## config.mk

```make
export PLATFORM = sky130hd
export DESIGN_NAME = mod5_gated_counter
export DESIGN_NICKNAME = d
export VERILOG_FILES = /design/src/rtl/mod5_pkg.sv /design/src/rtl/mod5_step.sv /design/src/rtl/mod5_clear_decode.sv /design/src/rtl/mod5_gated_counter.sv
export SDC_FILE = /design/constraint.sdc
export NUM_CORES = 1
export LEC_CHECK = 0
export BUFFER_PORTS_ARGS = -buffer_cell sky130_fd_sc_hd__buf_2
export CORE_AREA = 2 2 39 41
export CTS_BUF_LIST = sky130_fd_sc_hd__clkbuf_4 sky130_fd_sc_hd__clkbuf_8
export CTS_CLUSTER_SIZE = 28
export DETAILED_ROUTE_END_ITERATION = 10
export DIE_AREA = 0 0 41 43
export PLACE_DENSITY = 0.45
export RECOVER_POWER = 50
export SETUP_SLACK_MARGIN = 0.5
export SYNTH_ARGS = -nofsm -noshare
export SYNTH_HDL_FRONTEND = slang
export SYNTH_SLANG_ARGS = --single-unit
```

## constraint.sdc

```tcl
create_clock -name clk -period 4.15 [get_ports clk]
set_input_delay 0.6225 -clock clk [delete_from_list [all_inputs] [get_ports clk]]
set_output_delay 0.6225 -clock clk [all_outputs]
set_load 0.005 [all_outputs]
```

## src/rtl/mod5_pkg.sv

```systemverilog
package mod5_pkg;

  // True when every bit set in the clear mask is also set in the value.
  function automatic logic clear_hit(input logic [31:0] value, input logic [31:0] mask);
    return (mask != 32'd0) && ((value & mask) == mask);
  endfunction

  // Width needed to hold codes 0 .. modulus.
  function automatic int unsigned code_width(input int unsigned modulus);
    int unsigned w;
    w = 1;
    while ((32'd1 << w) <= modulus) w++;
    return w;
  endfunction

endpackage

```

## src/rtl/mod5_step.sv

```systemverilog
module mod5_step #(
  parameter int unsigned WIDTH = 3
) (
  input  logic [WIDTH-1:0] cur,
  input  logic             rst,
  input  logic             ld,
  input  logic [WIDTH-1:0] ld_val,
  input  logic             en,
  output logic [WIDTH-1:0] raw_next
);

  always_comb begin
    if (rst)      raw_next = '0;
    else if (ld)  raw_next = ld_val;
    else if (en)  raw_next = cur + 1'b1;
    else          raw_next = cur;
  end

endmodule

```

## src/rtl/mod5_clear_decode.sv

```systemverilog
module mod5_clear_decode #(
  parameter int unsigned WIDTH   = 3,
  parameter int unsigned MODULUS = 5
) (
  input  logic [WIDTH-1:0] raw_next,
  output logic             clear,
  output logic [WIDTH-1:0] kept_next
);
  import mod5_pkg::*;

  localparam logic [31:0] CLR_MASK = 32'(MODULUS);

  always_comb begin
    clear     = clear_hit(32'(raw_next), CLR_MASK);
    kept_next = clear ? '0 : raw_next;
  end

endmodule

```

## src/rtl/mod5_gated_counter.sv

```systemverilog
module mod5_gated_counter #(
  parameter int unsigned MODULUS = 5,
  parameter int unsigned WIDTH   = mod5_pkg::code_width(MODULUS)
) (
  input  logic             clk,
  input  logic             rst,
  input  logic             en,
  input  logic             ld,
  input  logic [WIDTH-1:0] ld_val,
  output logic [WIDTH-1:0] count,
  output logic             tc,
  output logic             clr_pulse
);

  localparam logic [WIDTH-1:0] TERM = WIDTH'(MODULUS - 1);

  logic [WIDTH-1:0] raw_next;
  logic [WIDTH-1:0] kept_next;
  logic             clear;

  mod5_step #(.WIDTH(WIDTH)) u_step (
    .cur      (count),
    .rst      (rst),
    .ld       (ld),
    .ld_val   (ld_val),
    .en       (en),
    .raw_next (raw_next)
  );

  mod5_clear_decode #(.WIDTH(WIDTH), .MODULUS(MODULUS)) u_dec (
    .raw_next  (raw_next),
    .clear     (clear),
    .kept_next (kept_next)
  );

  always_ff @(posedge clk) begin
    count     <= kept_next;
    tc        <= (kept_next == TERM);
    clr_pulse <= clear;
  end

endmodule

```

==> impl_metrics.yaml <==
setup_path:
  cpPeakStageDelay_ps: 480
  crit_slowest_cell: "or4_4"
  r2r_cells: 4
  r2r_end: "count[0]"
  path_class: "reg2reg"
  crit_path_start_kind: "flop"
  critical_path_required_ps: 4280
  timing.rr.start: "count[0]"
  worstPathMaxFanout: 3
  arrival_ps: 1630
  r2r_slack_ps: 2650
  cp-end-kind: "flop"
  cp_cell_sequence: "ha_1 > and4b_4 > or4_4 > and2_1"
floorplan:
  die_width_um: 41
  num_rows: 14
  start_util_pct: 18.17
  design.core.area_um2: 1384
  io_pins: 12
  die_h_um: 43
  die_area_um2: 1763
final_layout:
  area_growth_pct: 40.80
  final_area_um2: 354.1
  final_common_cell: "buf_2"
  nets: 47
  n_antenna_cell: 0
  drive_above_1_share_pct: 44.74
  final_cell_mix: "buf_2 (9), dfxtp_1 (5), clkbuf_4 (4)"
route:
  viasPerCell: 4.148
  ant_nets: 0
  wl_per_cell_um: 9.722
  vias: 224
  drtPass1Iterations: 4
  drc: 0
  dr.first_iter.drc_count: 3
  wirelength_um: 525
sta:
  drv_slew: 0
  finalCritPeriodShare_pct: 36.12
  setup_violations: 0
  clock.fmax_mhz: 667.1
  worst_pin_slew_ps: 389.0
  setup-tns-final_ps: 0
  fin_skew_ps: 1.724
  rsz0062_at_grt: "false"
  period_needed_ps: 1499
  relSlewSlack_pct: 73.91
  finalHoldViolCount: 0
cts:
  insertion_delay_ps: 240
  clkSlewWorstSetupHoldPaths_ps: 40
  htree_num_levels: 1
  cts_repair_resize_count: 0
  cts_made_buffers: 3
  tritoncts: "done"
  post_cts_buffers: 0
  numClockSinks: 5
  hold_buffers: 0
  cts_max_path_buffers: 2
  clockRootBuffer: "clkbuf_4"
power:
  ir_drop_mv: 0.1382
  p_per_area_nw_per_um2: 386.0
  p_leak_nw: 0.1590
  pwr-share-clk_pct: 45.0
  sequentialPowerShare_pct: 39.4
  internal-power_mw: 0.1061
  p_comb_share_pct: 15.6
  p_sw_mw: 0.03063
  swShare_pct: 22.41
logic_synthesis:
  ys_warn_count: 0
  synthesis.nets: 31
  synth_xor_area_share_pct: 3.483
  synth_cells: 23
  yosys.area_share.simple_pct: 30.85
  synth_top_family_by_area: "simple AND/OR/NAND/NOR gates"
  ys_seq_area_share_pct: 39.80
  yosys.area_share.adder_pct: 4.975
  synth_seq_cells: 5
  synth.avg_cell_area_um2: 10.93
  yosys.cell_types.count: 16
  synth_compound_area_share_pct: 10.95
  synth_area_um2: 251.5
  synth_mux_area_share_pct: 8.458
global_route:
  grt_max_degree: 6
  grt_pass1_vias: 203
  grt_first_pass_wirelength_um: 814
  grt_remaining_overflow: 0
  antenna_found_initial: 0
  grt_usage_pct: 7.500
run:
  max-cap-violations: 0
min_path:
  hp-class: "in2reg"
  worst_hold_startpoint: "rst"
  min_path_cells: 2
  hold_path_end: "count[1]"
status:
  status: "completed"
placement:
  globalplace.congestion: 0.7086
  io_buffer_count: 11
  post_dp_cell_area_um2: 326.6
[synthesized netlist by cell type]
cell type | instances | area, µm²
dfxtp_1 | 5 | 100.1
a211oi_1 | 2 | 15.01
and2_1 | 2 | 12.51
nor2b_1 | 2 | 12.51
a211oi_2 | 1 | 12.51
and4b_4 | 1 | 13.76
and4bb_1 | 1 | 12.51
ha_1 | 1 | 12.51
inv_1 | 1 | 3.750
mux2_2 | 1 | 11.26
mux2i_1 | 1 | 10.01
nor2_1 | 1 | 3.750
nor3_1 | 1 | 5.000
nor4_1 | 1 | 6.260
or4_4 | 1 | 11.26
xnor2_1 | 1 | 8.760
[stage by stage]
stage	cells	setup WS, ps	total power [mW]	utilization [%]	hold WS (ps)
6_report	54	2651	0.1367	25.59	616.6
4_1_cts	54	2644	0.1401	25.77	603.4
3_3_place_gp	50	2466	0.07639	23.60	710.5
2_1_floorplan	23	2625	0.06706	-	660.7
3_5_place_dp	50	2463	0.07667	23.60	701.9
5_1_grt	54	2619	0.1471	25.59	628.0
[power groups by stage]
stage	logic [mW]	registers, mW	clock network [mW]
floorplan	0.0122	0.0548	0
global placement	0.0217	0.0547	0
detailed placement	0.0219	0.0547	0
CTS	0.0219	0.0540	0.0643
global route	0.0242	0.0542	0.0687
finish	0.0213	0.0538	0.0616
[critical path: cells and delay by family, from the launching register on]
family | cells | cell delay [ps]
DFF | 1 | 330
adders and majority gates | 1 | 230
and+or+nand+nor | 3 | 840
[worst max path at each step]
| stage | startpoint | to | slack, ps |
|---|---|---|---|
| floorplan | ld | count[0] | 2620 |
| global placement | ld | count[0] | 2470 |
| detailed placement | ld | count[0] | 2460 |
| CTS | count[0] | count[0] | 2640 |
| global route | count[0] | count[0] | 2620 |
| finish | count[0] | count[0] | 2650 |
[routing by layer]
layer  track usage (%)  routed length, µm  share of wire, %  up-vias
li1                  -                  -                 -      115
met1             7.937                222                42      100
met2             9.688                256                49        9
met3             5.236                 46               8.8        0
met4             6.000                  0                 0        0
met5                 0                  0                 0        -
[logic make-up (layout without fill, tap and decap cells)]
logic type,count (synthesis),count (layout)
AND/OR/NAND/NOR,10,10
flip-flops,5,5
AO/OA/AOI/OAI,3,3
multiplexers,2,2
adder cells (fa/ha/maj),1,1
XOR/XNOR,1,1
buffers and inverters,1,16
[final cells by class]
type	count	area (µm²)
sequential	5	100.1
timing repair buffer	11	52.55
multi-input combinational	17	147.6
inverter	1	3.754
fill	161	1030
clock buffer	4	30.03
tap	16	20.02
[registers in the layout (all words and copies together) (netlist names)]
| register | cells |
|---|---|
| count | 3 |
| tc | 1 |
| clr_pulse | 1 |
Note: power is estimated with default switching activity, not from simulation.
